<file path="config.mk">
export PLATFORM = sky130hd
export DESIGN_NAME = isq_swap_seq
export DESIGN_NICKNAME = d
export VERILOG_FILES = /design/src/rtl/isq_pkg.sv /design/src/rtl/isq_arbiter.sv /design/src/rtl/isq_lowmem.sv /design/src/rtl/isq_swap_seq.sv
export SDC_FILE = /design/constraint.sdc
export NUM_CORES = 1
export LEC_CHECK = 0
export BUFFER_PORTS_ARGS = -buffer_cell sky130_fd_sc_hd__buf_2
export CAP_MARGIN = 20
export CORE_UTILIZATION = 50
export CTS_CLUSTER_SIZE = 12
export DETAILED_ROUTE_END_ITERATION = 10
export PLACE_DENSITY_LB_ADDON = 0.08
export SETUP_SLACK_MARGIN = 0.02
export SYNTH_ARGS = -nofsm -noshare
export SYNTH_HDL_FRONTEND = slang
export SYNTH_HIERARCHICAL = 1
export SYNTH_SLANG_ARGS = --single-unit
</file>
<file path="constraint.sdc">
create_clock -name clk -period 4.05 [get_ports clk]
set_input_delay 0.405 -clock clk [delete_from_list [all_inputs] [get_ports clk]]
set_output_delay 0.405 -clock clk [all_outputs]
set_load 0.005 [all_outputs]
</file>
<file path="src/rtl/isq_pkg.sv">
package isq_pkg;
   localparam int NCLS   = 6;
   localparam int PSW_W  = 64;
   localparam int BE_W   = PSW_W / 8;
   localparam logic [4:0] CODE_WORD = 5'd17;

   typedef enum logic [2:0] {
      CLS_MCK = 3'd0,
      CLS_SVC = 3'd1,
      CLS_PGM = 3'd2,
      CLS_EXT = 3'd3,
      CLS_IO  = 3'd4,
      CLS_RST = 3'd5
   } cls_e;

   typedef enum logic [2:0] {
      ST_IDLE, ST_OLD, ST_CODE, ST_FETCH, ST_WAIT
   } st_e;

   function automatic logic [4:0] old_word(cls_e c);
      case (c)
         CLS_MCK: return 5'd6;
         CLS_SVC: return 5'd4;
         CLS_PGM: return 5'd5;
         CLS_EXT: return 5'd3;
         CLS_IO:  return 5'd7;
         default: return 5'd1;
      endcase
   endfunction

   function automatic logic [4:0] new_word(cls_e c);
      case (c)
         CLS_MCK: return 5'd14;
         CLS_SVC: return 5'd12;
         CLS_PGM: return 5'd13;
         CLS_EXT: return 5'd11;
         CLS_IO:  return 5'd15;
         default: return 5'd0;
      endcase
   endfunction
endpackage

</file>
<file path="src/rtl/isq_arbiter.sv">
module isq_arbiter
   import isq_pkg::*;
#(
   parameter int N = NCLS
) (
   input  logic [N-1:0] req,
   input  logic         cpu_run,
   output logic [N-1:0] win,
   output logic [2:0]   win_idx,
   output logic         any
);
   localparam logic [N-1:0] RST_MASK = N'(1) << CLS_RST;

   logic [N-1:0] elig;
   logic [N:0]   taken;

   assign elig     = cpu_run ? req : (req & RST_MASK);
   assign taken[0] = 1'b0;

   for (genvar i = 0; i < N; i++) begin : g_pri
      assign win[i]     = elig[i] & ~taken[i];
      assign taken[i+1] = taken[i] | elig[i];
   end

   assign any = taken[N];

   always_comb begin
      win_idx = 3'd0;
      for (int i = N - 1; i >= 0; i--) begin
         if (win[i]) win_idx = 3'(i);
      end
   end
endmodule

</file>
<file path="src/rtl/isq_lowmem.sv">
module isq_lowmem
   import isq_pkg::*;
#(
   parameter int ADDR_W = 16
) (
   input  cls_e              cls,
   input  logic [1:0]        ilc,
   input  logic [7:0]        imm,
   input  logic [6:0]        cause,
   input  logic              mon,
   output logic [ADDR_W-1:0] old_addr,
   output logic [ADDR_W-1:0] new_addr,
   output logic [ADDR_W-1:0] code_addr,
   output logic [PSW_W-1:0]  code_data,
   output logic [BE_W-1:0]   code_be,
   output logic              has_code
);
   logic [15:0] ilc_half;

   assign ilc_half  = {14'b0, ilc};
   assign old_addr  = ADDR_W'(old_word(cls));
   assign new_addr  = ADDR_W'(new_word(cls));
   assign code_addr = ADDR_W'(CODE_WORD);
   assign has_code  = (cls == CLS_SVC) || (cls == CLS_PGM);

   always_comb begin
      if (cls == CLS_SVC) begin
         code_data = {ilc_half, 8'h00, imm, 32'h0};
         code_be   = 8'h0F;
      end else begin
         code_data = {32'h0, ilc_half, 8'h00, mon, cause};
         code_be   = 8'hF0;
      end
   end
endmodule

</file>
<file path="src/rtl/isq_swap_seq.sv">
module isq_swap_seq
   import isq_pkg::*;
#(
   parameter int ADDR_W = 16,
   parameter int WORD_W = 64
) (
   input  logic              clk,
   input  logic              rst_n,
   input  logic              cpu_run,
   input  logic [5:0]        irq_req,
   input  logic [7:0]        svc_imm,
   input  logic [6:0]        pgm_cause,
   input  logic              pgm_mon,
   input  logic [1:0]        ilc,
   input  logic [63:0]       cur_psw,
   output logic [5:0]        irq_ack,
   output logic              mem_we,
   output logic              mem_re,
   output logic [ADDR_W-1:0] mem_addr,
   output logic [7:0]        mem_be,
   output logic [63:0]       mem_wdata,
   input  logic [63:0]       mem_rdata,
   output logic [63:0]       new_psw,
   output logic              psw_load
);
   if (ADDR_W < 5) begin : g_bad_addr
      $error("isq_swap_seq: ADDR_W must reach word 17");
   end
   if (WORD_W != PSW_W) begin : g_bad_word
      $error("isq_swap_seq: WORD_W must equal the status word width");
   end

   st_e               state;
   cls_e              cls_q;
   logic [PSW_W-1:0]  psw_q, new_q;
   logic [7:0]        imm_q;
   logic [6:0]        cause_q;
   logic              mon_q, load_q;
   logic [1:0]        ilc_q;
   logic [NCLS-1:0]   ack_q, arb_win;
   logic [2:0]        arb_idx;
   logic              arb_any, has_code;
   logic [ADDR_W-1:0] old_addr, new_addr, code_addr;
   logic [PSW_W-1:0]  code_data;
   logic [BE_W-1:0]   code_be;

   isq_arbiter #(.N(NCLS)) u_arb (
      .req     (irq_req),
      .cpu_run (cpu_run),
      .win     (arb_win),
      .win_idx (arb_idx),
      .any     (arb_any)
   );

   isq_lowmem #(.ADDR_W(ADDR_W)) u_lm (
      .cls       (cls_q),
      .ilc       (ilc_q),
      .imm       (imm_q),
      .cause     (cause_q),
      .mon       (mon_q),
      .old_addr  (old_addr),
      .new_addr  (new_addr),
      .code_addr (code_addr),
      .code_data (code_data),
      .code_be   (code_be),
      .has_code  (has_code)
   );

   always_ff @(posedge clk) begin
      if (!rst_n) begin
         state   <= ST_IDLE;
         cls_q   <= CLS_MCK;
         psw_q   <= '0;
         new_q   <= '0;
         imm_q   <= '0;
         cause_q <= '0;
         mon_q   <= 1'b0;
         ilc_q   <= '0;
         ack_q   <= '0;
         load_q  <= 1'b0;
      end else begin
         ack_q  <= '0;
         load_q <= 1'b0;
         case (state)
            ST_IDLE: if (arb_any) begin
               state   <= ST_OLD;
               ack_q   <= arb_win;
               cls_q   <= cls_e'(arb_idx);
               psw_q   <= cur_psw;
               imm_q   <= svc_imm;
               cause_q <= pgm_cause;
               mon_q   <= pgm_mon;
               ilc_q   <= ilc;
            end
            ST_OLD:   state <= has_code ? ST_CODE : ST_FETCH;
            ST_CODE:  state <= ST_FETCH;
            ST_FETCH: state <= ST_WAIT;
            ST_WAIT: begin
               state  <= ST_IDLE;
               new_q  <= mem_rdata;
               load_q <= 1'b1;
            end
            default:  state <= ST_IDLE;
         endcase
      end
   end

   always_comb begin
      mem_we    = 1'b0;
      mem_re    = 1'b0;
      mem_addr  = '0;
      mem_be    = '0;
      mem_wdata = '0;
      case (state)
         ST_OLD: begin
            mem_we    = 1'b1;
            mem_addr  = old_addr;
            mem_be    = '1;
            mem_wdata = psw_q;
         end
         ST_CODE: begin
            mem_we    = 1'b1;
            mem_addr  = code_addr;
            mem_be    = code_be;
            mem_wdata = code_data;
         end
         ST_FETCH: begin
            mem_re   = 1'b1;
            mem_addr = new_addr;
         end
         default: ;
      endcase
   end

   assign irq_ack  = ack_q;
   assign new_psw  = new_q;
   assign psw_load = load_q;
endmodule

</file>
==> summary.txt <==
Power and ir drop
  – Tot Pwr: 0.00453 W
  – Clock share of power: a little over a third
  – Sw Pwr: about 0.0013 W
  – Switching Fraction: ~29%
  – Pwr Density: approximately 450 nW/µm²
  – Leakage: 4.96 nW
  – Worst IR Drop VDD: 0.000302 V
  – Logic pwr share: about a quarter
  – Flop pwr share: 40.2%
  – Internal power: about 0.0032 W

Timing
  – Fmax: 338 MHz
  – Slew margin rel.: a little over a quarter
  – # setup viols final: 0
  – Final worst-path cycle share: between 70 and 80%
  – Setup TNS: 0 ns
  – Final min period: approximately 3 ns
  – RSZ-0062 raised after global routing: no
  – Final worst slack: about 1.1 ns
  – Worst Skew: just over 0.008 ns
  – Slew @ Worst Pin: around 1.1 ns
  – Fin. Hold Viols: 0
  – Fin. max-slew vios: 0

Worst setup path
  – Reg2reg end: psw_q[30]
  – CP Cell Sequence: nor3b_2 -> buf_12 -> a22o_1 -> buf_2
  – RR Startpoint: state[2]
  – Critical-path maximum fanout: 50
  – Cell depth of the worst setup path: 4
  – Crit path capture type: output port
  – Crit path launch: state[1]
  – CP Data Arrival Time: between 2 and 3 ns
  – Crit path kind: flip-flop to output port
  – Startpoint types: flip-flop
  – CP max stage delay: about 0.92 ns
  – FF-to-FF path depth: 3
  – Top delay family on crit path: flip-flops
  – Setup crit end: mem_wdata[36]
  – CP max stage cell: dfxtp_2
  – Worst path required time: approximately 3.6 ns
  – CP bufs+invs: 2
  – Setup slack, reg-to-reg: roughly 1.8 ns

GRT
  – Initial antenna violation count: 3
  – First-pass GRT wire length: roughly 32000 µm
  – Largest net degree at the start of global routing: 130
  – Met2 GRT Util: ~37%
  – Met3 GRT Util: 7.77%
  – Vias in the first global route: around 6300
  – GR Layer Usage met1: between 20 and 30%
  – Total GRT Usage: a little under a quarter
  – Grt ovf: 0
  – GRT Max-Usage Layer: met2

Synthesis
  – Ys Warns: 6
  – Count leader, synth: nand2_1
  – Seq/Total Area, Yosys: a little under two fifths
  – Leading area contributor after synthesis: dfxtp_1
  – Post-synth top cells: 300 x nand2_1, 165 x mux2i_1, 159 x dfxtp_1
  – Top_reg_cell synth: dfxtp_1
  – Mapped Area: about 8400 µm²
  – Cells after Synth: a little under 1000
  – Number of synthesized flops with an enable pin: 0
  – Yosys cell types: 35
  – Syn_area_per_cell: slightly below 9 µm²
  – Asr flop ratio synth: 0%
  – Top cells by area, synth: dfxtp_1 38%, mux2i_1 20%, nand2_1 13%
  – Yosys top cell area share: between 30% and 40%
  – #FFs+latches synth: between 150 and 200

Placed design
  – # port buffers: 315
  – Place WS: approximately 1.5 ns
  – Final HPWL DP: ~14000 µm
  – Post-Place Cells: ~1400
  – Routability cong.: approximately 0.8

CTS
  – Postcts setup bufs: 0
  – Max H-tree Level: 4
  – Post-CTS sizing: 0
  – Clock buffer depth: 2
  – Clock Sinks: roughly 160
  – Worst-path clk slew: 0.06 ns
  – CTS buffer count: 17
  – CTS tree: yes
  – Root Driver: clkbuf_16
  – Later-pin clock latency in the skew report: between 0.4 and 0.5 ns
  – Hold buffers post-CTS: 0

Routing
  – Vias per cell: 4.68
  – Final wirelength: 19900 µm
  – Routed len/inst: 13.6 µm
  – Post-route DRC: 0
  – DRT iter0 DRCs: about 290
  – Routed Antenna Nets: 0
  – Via Count: slightly below 7000
  – First-pass DRT Iterations: 4

Floorplan
  – Effective utilization at floorplan: roughly half
  – Core Region: between 15000 and 20000 µm²
  – Die area: 17400 µm²
  – Ports: 316
  – Die Ht: about 130 µm
  – Die width: 132 µm
  – Std cell rows: 47

Finish
  – Final nets: approximately 1400
  – Layout cells sized above 1: 29.5%
  – Synth-to-layout area growth: 20.6%
  – Fill cells: between 1500 and 2000
  – Non-Filler Instances: around 1500

Job
  – Max-cap viol count: 0

Min path
  – HP Class: primary input to flip-flop

Run status
  – Status: complete, no violations
## logic make-up (layout without fill, tap and decap cells)
kind of cell / count (synthesis) / in the layout / share of synthesized area, %
xor+xnor: 2 / 2 / 0.208
flops: 159 / 159 / 37.8
buf+inv: 175 / 359 / 14.1
simple gates: 354 / 354 / 17.6
compound gates: 112 / 112 / 10.3
other cells: 2 / 89 / 0.0892
mux: 166 / 166 / 19.8
## state kept, by name, summed over array words and instances, names as in the netlist
register / flops
new_psw: 64
psw_load: 1
mon_q: 1
irq_ack: 6
cls_q: 3
imm_q: 8
state: 3
psw_q: 64
cause_q: 7
ilc_q: 2
## per-stage QoR
step                hold WS, ns  util [%]  area [µm²]
global placement          0.439      57.7        9540
floorplan                 0.430         -        8730
global route              0.208      61.4       10100
finish                    0.221      61.4       10200
CTS                       0.205      61.4       10100
detailed placement        0.443      57.7        9540
## final cells by class
| class | instances | area [µm²] | area share [%] |
|---|---|---|---|
| Clock buffer | 20 | 447 | 4.40 |
| Inverter | 3 | 11.3 | 0.111 |
| Sequential cell | 159 | 3180 | 31.4 |
| Tap cell | 220 | 275 | 2.71 |
| Multi-Input combinational cell | 719 | 4380 | 43.1 |
| Antenna cell | 4 | 10.0 | 0.0986 |
| Timing Repair Buffer | 324 | 1690 | 16.7 |
| Clock inverter | 12 | 155 | 1.53 |
## how the worst min path moves through the flow
stage / from / endpoint / slack (ns) / cells after the start
after floorplan: imm_q[0] / imm_q[0] / 0.43 / 2
after global placement: new_psw[55] / new_psw[55] / 0.44 / 2
after detailed placement: new_psw[22] / new_psw[22] / 0.44 / 2
after CTS: mem_rdata[12] / new_psw[12] / 0.20 / 3
after global routing: pgm_cause[4] / cause_q[4] / 0.21 / 3
final: mem_rdata[12] / new_psw[12] / 0.22 / 3
## cell usage in the layout, fill, tap and decap left out, drive strengths merged, types with 2 or more instances in the layout
master and count:
buf 323, nand2 300, mux2i 165, dfxtp 159
conb 85, a22o 64, clkbuf 21, a21oi 19
a211oi 16, and2 15, a21o 8, nor2b 8
nor2 7, inv 7, and3 6, nor3b 6
diode 4, clkinv 3, bufinv 3, nand2b 3
o21ai 3, or2 2, xnor2 2, clkinvlp 2
and2b 2
## power groups by stage
stage               Clock [W]  Combinational (W)  Sequential, W
floorplan                   0           0.000874        0.00180
global placement            0            0.00106        0.00185
detailed placement          0            0.00107        0.00185
CTS                   0.00168            0.00107        0.00182
global route          0.00175            0.00117        0.00184
finish                0.00164            0.00107        0.00182
## layer usage
metal / wire, µm / part of all wire [%]
met5: 13 / 0.065
met4: 602 / 3.0
met1: 8940 / 45
met2: 9040 / 45
met3: 1310 / 6.6
## worst register-to-register path, cell delays in order (launching register included)
cell and delay (ns):
dfxtp_1 0.57, nor4b_2 0.42, buf_4 0.87, mux2i_1 0.36
No activity file was read; power rests on OpenSTA's default activity.
